**src/rtl/hhb_pkg.sv**
```systemverilog
package hhb_pkg;

    typedef enum logic [1:0] {
        SEL_CTRL     = 2'b00,
        SEL_ADDR     = 2'b01,
        SEL_DATA_INC = 2'b10,
        SEL_DATA     = 2'b11
    } hsel_e;

    typedef enum logic [2:0] {
        ST_IDLE,
        ST_WR_REQ,
        ST_WR_WAIT,
        ST_RD_REQ,
        ST_RD_WAIT,
        ST_PF_REQ,
        ST_PF_WAIT
    } st_e;

endpackage

```
**src/rtl/hhb_strobe_det.sv**
```systemverilog
module hhb_strobe_det (
    input  logic clk,
    input  logic rst_n,
    input  logic strobe,
    output logic rise
);
    logic strobe_q;

    always_ff @(posedge clk) begin
        if (!rst_n) strobe_q <= 1'b0;
        else        strobe_q <= strobe;
    end

    assign rise = strobe & ~strobe_q;
endmodule

```
**src/rtl/hhb_fsm.sv**
```systemverilog
module hhb_fsm
    import hhb_pkg::*;
(
    input  logic  clk,
    input  logic  rst_n,
    input  logic  rise,
    input  logic  rnw,
    input  logic  half,
    input  hsel_e sel,
    input  logic  dvalid,
    input  logic  ack,
    output logic  acc,
    output logic  busy,
    output logic  req,
    output logic  we,
    output logic  fetch_done,
    output logic  pf_done,
    output logic  wr_done
);
    st_e state_q, state_d;
    logic is_data;

    assign is_data = (sel == SEL_DATA_INC) || (sel == SEL_DATA);
    assign acc     = rise && (state_q == ST_IDLE);

    always_comb begin
        state_d = state_q;
        unique case (state_q)
            ST_IDLE: begin
                if (acc && is_data) begin
                    if (!rnw && half)                           state_d = ST_WR_REQ;
                    else if (rnw && !half && !dvalid)           state_d = ST_RD_REQ;
                    else if (rnw && half && sel == SEL_DATA_INC) state_d = ST_PF_REQ;
                end
            end
            ST_WR_REQ:  state_d = ST_WR_WAIT;
            ST_WR_WAIT: if (ack) state_d = ST_IDLE;
            ST_RD_REQ:  state_d = ST_RD_WAIT;
            ST_RD_WAIT: if (ack) state_d = ST_IDLE;
            ST_PF_REQ:  state_d = ST_PF_WAIT;
            ST_PF_WAIT: if (ack) state_d = ST_IDLE;
            default:    state_d = ST_IDLE;
        endcase
    end

    always_ff @(posedge clk) begin
        if (!rst_n) state_q <= ST_IDLE;
        else        state_q <= state_d;
    end

    always_comb begin
        busy       = (state_q != ST_IDLE);
        req        = (state_q == ST_WR_REQ) || (state_q == ST_RD_REQ) || (state_q == ST_PF_REQ);
        we         = (state_q == ST_WR_REQ);
        fetch_done = (state_q == ST_RD_WAIT) && ack;
        pf_done    = (state_q == ST_PF_WAIT) && ack;
        wr_done    = (state_q == ST_WR_WAIT) && ack;
    end

    // request lasts a single cycle
    assert_req_pulse_R12: assert property (@(posedge clk) disable iff (!rst_n)
        req |=> !req);
    // second-half data write launches a bus write
    assert_write_fire_R4: assert property (@(posedge clk) disable iff (!rst_n)
        (acc && !rnw && half && is_data) |=> (req && we));
    // first-half write keeps the host running
    assert_first_write_nowait_R6: assert property (@(posedge clk) disable iff (!rst_n)
        (acc && !rnw && !half) |=> !busy);
    // miss on first-half read fetches
    assert_miss_fetch_R8: assert property (@(posedge clk) disable iff (!rst_n)
        (acc && rnw && !half && is_data && !dvalid) |=> (req && !we));
    // incrementing second-half read prefetches
    assert_prefetch_R9: assert property (@(posedge clk) disable iff (!rst_n)
        (acc && rnw && half && sel == SEL_DATA_INC) |=> (req && !we));
    // hit on held word needs no bus cycle
    assert_hit_nowait_R10: assert property (@(posedge clk) disable iff (!rst_n)
        (acc && rnw && !half && is_data && dvalid) |=> (!busy && !req));
endmodule

```
**src/rtl/hhb_regfile.sv**
```systemverilog
module hhb_regfile
    import hhb_pkg::*;
#(
    parameter  int HW   = 16,
    parameter  int STEP = 4,
    localparam int BW   = HW / 8,
    localparam int WW   = 2 * HW
) (
    input  logic          clk,
    input  logic          rst_n,
    input  logic          acc,
    input  logic          rnw,
    input  logic          half,
    input  hsel_e         sel,
    input  logic [HW-1:0] hdata,
    input  logic [BW-1:0] hbe,
    input  logic          fetch_done,
    input  logic          pf_done,
    input  logic          wr_done,
    input  logic [WW-1:0] rdata,
    output logic [WW-1:0] addr,
    output logic [WW-1:0] wdata,
    output logic [2*BW-1:0] wbe,
    output logic          dvalid,
    output logic [HW-1:0] hout
);
    logic            order_q, inc_q, dvalid_q, lane;
    logic [WW-1:0]   addr_q, data_q;
    logic [2*BW-1:0] be_q;
    logic [HW-1:0]   hout_q;
    logic            addr_load;

    function automatic logic [HW-1:0] pick(input logic [WW-1:0] w, input logic hi);
        return hi ? w[WW-1:HW] : w[HW-1:0];
    endfunction

    assign lane      = half ^ order_q;
    assign addr_load = acc && !rnw && (sel == SEL_ADDR);

    always_ff @(posedge clk) begin
        if (!rst_n) begin
            order_q  <= 1'b0;
            inc_q    <= 1'b0;
            dvalid_q <= 1'b0;
            addr_q   <= '0;
            data_q   <= '0;
            be_q     <= '0;
            hout_q   <= '0;
        end else begin
            if (acc && !rnw) begin
                unique case (sel)
                    SEL_CTRL: if (!half) order_q <= hdata[0];
                    SEL_ADDR: begin
                        if (lane) addr_q[WW-1:HW] <= hdata;
                        else      addr_q[HW-1:0]  <= hdata;
                        dvalid_q <= 1'b0;
                    end
                    default: begin
                        if (lane) begin
                            data_q[WW-1:HW]   <= hdata;
                            be_q[2*BW-1:BW]   <= hbe;
                        end else begin
                            data_q[HW-1:0]    <= hdata;
                            be_q[BW-1:0]      <= hbe;
                        end
                        dvalid_q <= 1'b0;
                        if (half) inc_q <= (sel == SEL_DATA_INC);
                    end
                endcase
            end
            if (acc && rnw) begin
                unique case (sel)
                    SEL_CTRL: hout_q <= {{(HW-1){1'b0}}, order_q};
                    SEL_ADDR: hout_q <= pick(addr_q, lane);
                    default: begin
                        if (half) begin
                            hout_q <= pick(data_q, lane);
                            if (sel == SEL_DATA_INC) begin
                                addr_q   <= addr_q + WW'(STEP);
                                dvalid_q <= 1'b0;
                            end
                        end else if (dvalid_q) begin
                            hout_q <= pick(data_q, lane);
                        end
                    end
                endcase
            end
            if (fetch_done) begin
                data_q   <= rdata;
                dvalid_q <= 1'b1;
                hout_q   <= pick(rdata, order_q);
            end
            if (pf_done) begin
                data_q   <= rdata;
                dvalid_q <= 1'b1;
            end
            if (wr_done && inc_q) addr_q <= addr_q + WW'(STEP);
        end
    end

    assign addr   = addr_q;
    assign wdata  = data_q;
    assign wbe    = be_q;
    assign dvalid = dvalid_q;
    assign hout   = hout_q;

    // any address change other than a host load is one step forward
    assert_addr_step_R7: assert property (@(posedge clk) disable iff (!rst_n)
        ((addr_q != $past(addr_q)) && !$past(addr_load)) |-> (addr_q == $past(addr_q) + WW'(STEP)));
    // a host address load leaves no held word
    assert_addr_cancel_R11: assert property (@(posedge clk) disable iff (!rst_n)
        addr_load |=> !dvalid_q);
endmodule

```
**src/rtl/hhb_bridge.sv**
```systemverilog
module hhb_bridge
    import hhb_pkg::*;
#(
    parameter  int HW   = 16,
    parameter  int STEP = 4,
    localparam int BW   = HW / 8,
    localparam int WW   = 2 * HW
) (
    input  logic            clk,
    input  logic            rst_n,
    input  logic [HW-1:0]   h_din,
    output logic [HW-1:0]   h_dout,
    input  logic [BW-1:0]   h_be,
    input  logic            h_rnw,
    input  logic [1:0]      h_sel,
    input  logic            h_half,
    input  logic            h_strobe,
    output logic            h_wait,
    output logic            m_req,
    output logic            m_we,
    output logic [WW-1:0]   m_addr,
    output logic [WW-1:0]   m_wdata,
    output logic [2*BW-1:0] m_be,
    input  logic [WW-1:0]   m_rdata,
    input  logic            m_ack
);
    hsel_e sel;
    logic  rise, acc, dvalid, fetch_done, pf_done, wr_done;

    assign sel = hsel_e'(h_sel);

    hhb_strobe_det u_det (
        .clk    (clk),
        .rst_n  (rst_n),
        .strobe (h_strobe),
        .rise   (rise)
    );

    hhb_fsm u_fsm (
        .clk        (clk),
        .rst_n      (rst_n),
        .rise       (rise),
        .rnw        (h_rnw),
        .half       (h_half),
        .sel        (sel),
        .dvalid     (dvalid),
        .ack        (m_ack),
        .acc        (acc),
        .busy       (h_wait),
        .req        (m_req),
        .we         (m_we),
        .fetch_done (fetch_done),
        .pf_done    (pf_done),
        .wr_done    (wr_done)
    );

    hhb_regfile #(.HW(HW), .STEP(STEP)) u_regs (
        .clk        (clk),
        .rst_n      (rst_n),
        .acc        (acc),
        .rnw        (h_rnw),
        .half       (h_half),
        .sel        (sel),
        .hdata      (h_din),
        .hbe        (h_be),
        .fetch_done (fetch_done),
        .pf_done    (pf_done),
        .wr_done    (wr_done),
        .rdata      (m_rdata),
        .addr       (m_addr),
        .wdata      (m_wdata),
        .wbe        (m_be),
        .dvalid     (dvalid),
        .hout       (h_dout)
    );
endmodule

```
**config.mk**
```make
export PLATFORM = sky130hd
export DESIGN_NAME = hhb_bridge
export DESIGN_NICKNAME = d
export VERILOG_FILES = /design/src/rtl/hhb_pkg.sv /design/src/rtl/hhb_strobe_det.sv /design/src/rtl/hhb_fsm.sv /design/src/rtl/hhb_regfile.sv /design/src/rtl/hhb_bridge.sv
export SDC_FILE = /design/constraint.sdc
export NUM_CORES = 1
export LEC_CHECK = 0
export BUFFER_PORTS_ARGS = -buffer_cell sky130_fd_sc_hd__buf_2
export CORE_ASPECT_RATIO = 1.25
export CORE_MARGIN = 2
export CORE_UTILIZATION = 57
export DETAILED_ROUTE_END_ITERATION = 10
export PLACE_DENSITY = 0.86
export SKIP_LAST_GASP = 1
export SYNTH_ARGS = -nofsm -noshare
export SYNTH_HDL_FRONTEND = slang
export SYNTH_SLANG_ARGS = --single-unit
```
**constraint.sdc**
```tcl
create_clock -name clk -period 3.7 [get_ports clk]
set_input_delay 0.37 -clock clk [delete_from_list [all_inputs] [get_ports clk]]
set_output_delay 0.37 -clock clk [all_outputs]
set_load 0.01 [all_outputs]
```
Word level (Yosys, flattened, before mapping)
Index checks and enable logic that the tools add are counted.
Word-level totals
  register bits after elaboration: 91
  word-level logic and storage cells: 105
Operators by class
  add/subtract/negate cells: 1
  bitwise operators: 6
  reduce and logical (&&, ||, !) cells: 36
  equality and inequality tests: 14
  muxes and demuxes: 37
Operators by type and width (count)
  $mux W32: 11
  $mux W16: 11
  $add A32 B3 Y32 const B: 1
  $pmux W16 S2: 1
  $reduce_and A3 Y1: 7
  $mux W3: 5
  $pmux W3 S5: 1
  $logic_and A1 B1 Y1: 13
  $eq A3 B3 Y1 const B: 3
  $reduce_bool A3 Y1: 3
  $mux W1: 8
  $eq A3 B2 Y1 const B: 2
  $reduce_bool A5 Y1: 1
  $eq A2 B2 Y1 const B: 2
  $ne A4 B4 Y1 const B: 1
  $not A1 Y1: 4
  $eq A3 B1 Y1 const B: 1
  $logic_not A1 Y1: 3
  $logic_not A3 Y1: 1
  $logic_or A1 B1 Y1: 3
  $ne A3 B1 Y1 const B: 1
  $ne A3 B3 Y1 const B: 1
  $reduce_or A3 Y1: 1
  $eq A2 B1 Y1 const B: 1
  8 further kinds: 8

Depth between registers and ports, before layout
  word-level depth: 11
  depth in mapped cells: 9
  depth with buffers taken out: 6

Hierarchy
From an unflattened synthesis, not the netlist that was laid out.
Unflattened totals
  cells, all modules: 682
  area total of the unflattened synthesis: 5258.8 um2
Modules (own cells, without submodules)
  hhb_regfile: area an instance 4928.5 um2, cells an instance 643, seq. area each 1741.7 um2, instances 1
  hhb_fsm: area an instance 290.3 um2, cells an instance 36, seq. area each 60.1 um2, instances 1
  hhb_strobe_det: area an instance 40.0 um2, cells an instance 3, seq. area each 20.0 um2, instances 1

Worst setup path after synthesis
Ideal clock, no wire load.
  path type: reg-to-reg
  start: register u_regs.addr_q[2] (netlist: u_regs.addr[2])
  end: register u_regs.addr_q[26] (netlist: u_regs.addr[26])
  data arrival time: 2.276 ns
  setup slack: 1.309 ns
  stages on the path, launching flop included: 7
  clock period less this slack: 2.391 ns
  path buffers: 0
  data required time: 3.585 ns
  cell sequence: dfxtp_1 > ha_1 > nand3_2 > nor4_1 > nand4_1 > or4b_1 > and3_1
On the way
  longest elaborated chain between the ends: 6
RTL lines
  from (decl): RTL line hhb_regfile.sv:28  | logic [WW-1:0] addr_q, data_q;
  from (signal, indexed assignment): RTL line hhb_regfile.sv:54  | if (lane) addr_q[WW-1:HW] <= hdata;
  from (signal, indexed assignment): RTL line hhb_regfile.sv:55  | else addr_q[HW-1:0] <= hdata;
  from (signal assigned): RTL line hhb_regfile.sv:79  | addr_q <= addr_q + WW'(STEP);
  $add A32 B3 Y32 *: RTL line hhb_regfile.sv:79, hhb_regfile.sv:97
  $mux W32: RTL line hhb_regfile.sv:78  | if (sel == SEL_DATA_INC) begin
  $mux W32: RTL line hhb_regfile.sv:76  | if (half) begin
  $mux W32: RTL line hhb_regfile.sv:72  | unique case (sel)
  $mux W32: RTL line hhb_regfile.sv:71  | if (acc && rnw) begin
  $mux W32 *: RTL line hhb_regfile.sv:97  | if (wr_done && inc_q) addr_q <= addr_q + WW'(STEP);
Every way passes the cells marked *; elsewhere a longest branch is shown, timed or not.
A chain may end at the register's enable or synchronous reset.

Worst setup path in the final report
  start: register u_fsm.state_q[1]
  end: register u_regs.addr_q[24] (netlist: u_regs.addr[24])
On the way
  longest elaborated chain between the ends: 9
RTL lines
  from (decl): RTL line hhb_fsm.sv:20  | st_e state_q, state_d;
  from (signal assigned): RTL line hhb_fsm.sv:48  | else state_q <= state_d;
  $logic_not A3 Y1: RTL line hhb_fsm.sv:24  | assign acc = rise && (state_q == ST_IDLE);
  $logic_and A1 B1 Y1: RTL line hhb_fsm.sv:24
  $logic_and A1 B1 Y1
  $mux W32: RTL line hhb_regfile.sv:50  | if (acc && !rnw) begin
  $mux W32: RTL line hhb_regfile.sv:78
  $mux W32: RTL line hhb_regfile.sv:76
  $mux W32: RTL line hhb_regfile.sv:72
  $mux W32: RTL line hhb_regfile.sv:71
  $mux W32 *: RTL line hhb_regfile.sv:97
  to (signal, indexed assignment): RTL line hhb_regfile.sv:55
  to (signal assigned): RTL line hhb_regfile.sv:79
  to (signal assigned): RTL line hhb_regfile.sv:97
Marks and branches as above.

==> tab_implementation.tex <==
\begin{tabular}{lr}
\hline
Metric & Value \\
\hline
\multicolumn{2}{l}{\textbf{Yosys}} \\
Syn\_area\_per\_cell & 8.40 µm² \\
Post-synth net total & 684 \\
Primary flip-flop cell chosen by synthesis mapping & dfxtp\_1 \\
Library cell with the largest summed area after synthesis & dfxtp\_1 \\
Post-Syn Instances & 625 \\
Synthesis-stage register bit count & 91 \\
Synth top area cells & dfxtp\_1 35\%, mux2i\_1 16\%, a21oi\_1 5.5\% \\
Post-synthesis cell type count & 68 \\
Async set or reset register ratio after synthesis & 0\% \\
Share of the yosys chip area belonging to registers & 34.7\% \\
Number of enable flip-flop cells after synthesis & 0 \\
Summed instance area of the synthesized netlist & 5250 µm² \\
Area share of the largest cell type after synthesis & 34.7\% \\
Count of yosys warnings during synthesis & 0 \\
\multicolumn{2}{l}{\textbf{Pwr}} \\
Switching power total & 0.000832 W \\
Largest vdd supply drop & 300 µV \\
Leak Pwr & 2.78 nW \\
Combinational fraction of design power & 21.8\% \\
Power share of the clock group & 35.4\% \\
Share of power burned in registers & 42.8\% \\
Sw frac & 31.2\% \\
Cell Pwr Density & 422 nW/µm² \\
Design Power & 0.00267 W \\
Pint & 0.00183 W \\
\multicolumn{2}{l}{\textbf{Placed design}} \\
Final weighted congestion in routability-driven placement & 0.961 \\
\# port buffers & 144 \\
Placed Instances & 853 \\
Half-perimeter wire length after detailed placement & 12400 µm \\
Placed cell area & 6020 µm² \\
\multicolumn{2}{l}{\textbf{Floorplan}} \\
Horizontal extent of the die & 89.9 µm \\
Starting utilization of the core area & 58.2\% \\
Placeable core region & 9030 µm² \\
Num rows & 39 \\
Die H & 111 µm \\
Num ports & 145 \\
Overall die area & 10000 µm² \\
\multicolumn{2}{l}{\textbf{CTS}} \\
Inserted Clock Buffers & 9 \\
CTS tree & built \\
Gates resized, CTS repair & 0 \\
Clock tree root buffer cell & clkbuf\_16 \\
Number of buffers inserted by hold repair at cts & 0 \\
Number of buffers inserted by post-CTS setup repair & 0 \\
Maximum root-to-sink buffer count & 2 \\
Clock-pin slew on the worst setup and hold paths & 0.07 ns \\
\# H-tree levels & 3 \\
Clock tree sinks & 91 \\
Clock latency reported for the late side of the worst-skew pair & 0.35 ns \\
\multicolumn{2}{l}{\textbf{Setup path}} \\
Critical Path AT & 3.15 ns \\
Path type of the worst setup path & reg -> reg \\
Maximum cell stage delay along the critical path & 0.69 ns \\
Type of origin of the critical path & flip-flop \\
Endpoint type of the worst setup path & flip-flop \\
Crit-path max FO & 24 \\
Worst-path cell with the longest stage delay & nand2\_1 \\
Required time reported for the critical path endpoint & 3.94 ns \\
Critical path cell sequence & or3\_1 > or3\_1 > nand2\_1 > a21oi\_1 > a311oi\_1 \\
Crit path top cell by count & or3\_1 \\
\multicolumn{2}{l}{\textbf{STA}} \\
Actual slew at the worst max-slew pin & 1.07 ns \\
Peak clock frequency supported by timing & 0.344 GHz \\
Worst setup skew after layout & 0.00975 ns \\
Number of endpoints failing setup at the final stage & 0 \\
Minimum period implied by the final worst setup slack & 2.91 ns \\
RSZ-0062 raised after global routing & false \\
Final-layout setup total negative slack & 0 ns \\
Final count of hold timing violations & 0 \\
Number of max-slew violations in the final report & 0 \\
Headroom to the max-slew limit & 28.3\% \\
Worst hold-check slack & 0.268 ns \\
Fin crit share & 78.6\% \\
\multicolumn{2}{l}{\textbf{GRT}} \\
Vias in the first global route & 5440 \\
Overall routing resource usage & 34.7\% \\
Pin count of the biggest net entering global routing & 68 \\
Antenna violations before repair & 0 \\
Total grt overflow & 0 \\
Global-route wire length before repair & 27900 µm \\
\multicolumn{2}{l}{\textbf{Cells and area}} \\
Cell area after layout & 6310 µm² \\
Count of filler cells inserted in the layout & 703 \\
Number of standard cells in the final layout excluding fillers & 868 \\
Antenna cell count & 0 \\
Layout cells sized above 1 & 25.0\% \\
Growth of design area from synthesis to finish & 20.2\% \\
Nets@finish & 800 \\
Area of the multi-input gates & 3190 µm² \\
Area taken by flip-flops and latches & 1820 µm² \\
\multicolumn{2}{l}{\textbf{Route}} \\
Total iterations of the first detailed-routing run & 5 \\
Number of nets with antenna violations after routing & 0 \\
Post-DR wirelength/cell & 20.6 µm \\
DR vias & 5746 \\
Total wire length after detailed routing & 17800 µm \\
Vias per inst & 6.62 \\
Number of DRC violations after detailed routing & 0 \\
1st-iter DRT viols & 636 \\
\multicolumn{2}{l}{\textbf{Outcome}} \\
Run status & finished, final reports clean \\
\multicolumn{2}{l}{\textbf{Worst hold path}} \\
Path type of the worst min-delay path & in -> reg \\
\multicolumn{2}{l}{\textbf{Job}} \\
Number of max-cap violations & 0 \\
\hline
\end{tabular}
cells in the mapped netlist, drive strengths merged, types with 3 or more instances:
library cell,n
or2,4
o31ai,4
a2111oi,7
o211ai,5
a21boi,3
nand2,42
or3,5
a22oi,12
a211oi,6
and3,6
nor4,5
xor2,5
nor2,44
a31oi,8
a221oi,5
mux2i,86
clkbuf,35
buf,18
o32ai,4
a311oi,3
nor3,12
o21ai,37
nor2b,4
dfxtp,91
nand3,19
nand2b,3
o41ai,3
o22ai,26
inv,6
nand4,13
and2,5
or4,5
a21oi,58
flip-flops by register name (all words and copies together) (netlist names):
signal	cells
u_det.strobe_q	1
u_fsm.state_q	3
u_regs.addr	32
u_regs.dvalid	1
u_regs.hout	16
u_regs.inc_q	1
u_regs.order_q	1
u_regs.wbe	4
u_regs.wdata	32
cell usage in the layout (no fill, tap or decap), drive strengths merged, types with 3 or more instances in the layout:
| master | instances |
|---|---|
| buf | 158 |
| dfxtp | 91 |
| mux2i | 86 |
| a21oi | 58 |
| nor2 | 44 |
| nand2 | 42 |
| o21ai | 37 |
| o22ai | 26 |
| nand3 | 19 |
| nand4 | 13 |
| nor3 | 12 |
| a22oi | 12 |
| clkbuf | 11 |
| a31oi | 8 |
| a2111oi | 7 |
| inv | 6 |
| a211oi | 6 |
| and3 | 6 |
| or3 | 5 |
| xor2 | 5 |
| o211ai | 5 |
| a221oi | 5 |
| or4 | 5 |
| and2 | 5 |
| nor4 | 5 |
| or2 | 4 |
| o32ai | 4 |
| o31ai | 4 |
| nor2b | 4 |
| a21boi | 3 |
| nand2b | 3 |
| o41ai | 3 |
| a311oi | 3 |
| clkinv | 3 |
power by group through the flow:
stage / logic, W / clock network (W) / registers (W)
floorplan: 0.000328 / 0 / 0.00118
global placement: 0.000547 / 0 / 0.00115
detailed placement: 0.000566 / 0 / 0.00116
CTS: 0.000571 / 0.000932 / 0.00114
global route: 0.000623 / 0.000970 / 0.00115
finish: 0.000580 / 0.000945 / 0.00114
critical path, delay by kind of cell, from the launching register on:
kind	cells	cell delay, ns
AO/OA/AOI/OAI	2	0.50
flip-flops	1	0.39
AND/OR/NAND/NOR	3	1.89
routing by layer:
metal / wire length (µm) / part of all wire (%) / track usage (%) / vias up
met4: 558 / 3.1 / 16.6 / 0
met2: 8550 / 48 / 57.7 / 354
met3: 1680 / 9.4 / 6.12 / 52
met1: 7050 / 40 / 43.7 / 2731
met5: 0 / 0 / 0 / -
li1: - / - / - / 2609
cell type report:
cell class,count,area share [%]
multi-input combinational,474,50.6
sequential,91,28.9
timing repair buffer,158,13.1
clock buffer,11,3.84
tap,123,2.44
clock inverter,4,0.813
inverter,7,0.416
per-stage QoR:
| step | setup WS, ns | utilization, % |
|---|---|---|
| 2_1_floorplan | 1.31 | - |
| 3_3_place_gp | 1.02 | 66.7 |
| 3_5_place_dp | 0.978 | 66.7 |
| 4_1_cts | 0.917 | 69.9 |
| 5_1_grt | 0.641 | 69.9 |
| 6_report | 0.793 | 69.9 |
cell families (layout without fill, tap and decap cells):
| group | after synthesis | after routing | synth area share (%) |
|---|---|---|---|
| fa+ha+maj | 1 | 1 | 0.238 |
| flops | 91 | 91 | 34.7 |
| mux | 87 | 87 | 16.6 |
| simple gates | 181 | 181 | 18.1 |
| xor+xnor | 7 | 7 | 1.31 |
| buf+inv | 60 | 180 | 4.86 |
| compound gates | 198 | 198 | 24.2 |
final timing paths:
kind | cells after the start | startpoint | end | slack, ns
hold reg to reg | 2 | u_regs.wbe[3] | u_regs.wbe[3] | 0.51
setup / recovery | 5 | u_fsm.state_q[1] | u_regs.addr[24] | 0.79
setup reg to reg | 5 | u_fsm.state_q[1] | u_regs.addr[24] | 0.79
hold / removal | 2 | h_strobe | u_det.strobe_q | 0.27
Note: power is estimated with default switching activity, not from simulation.
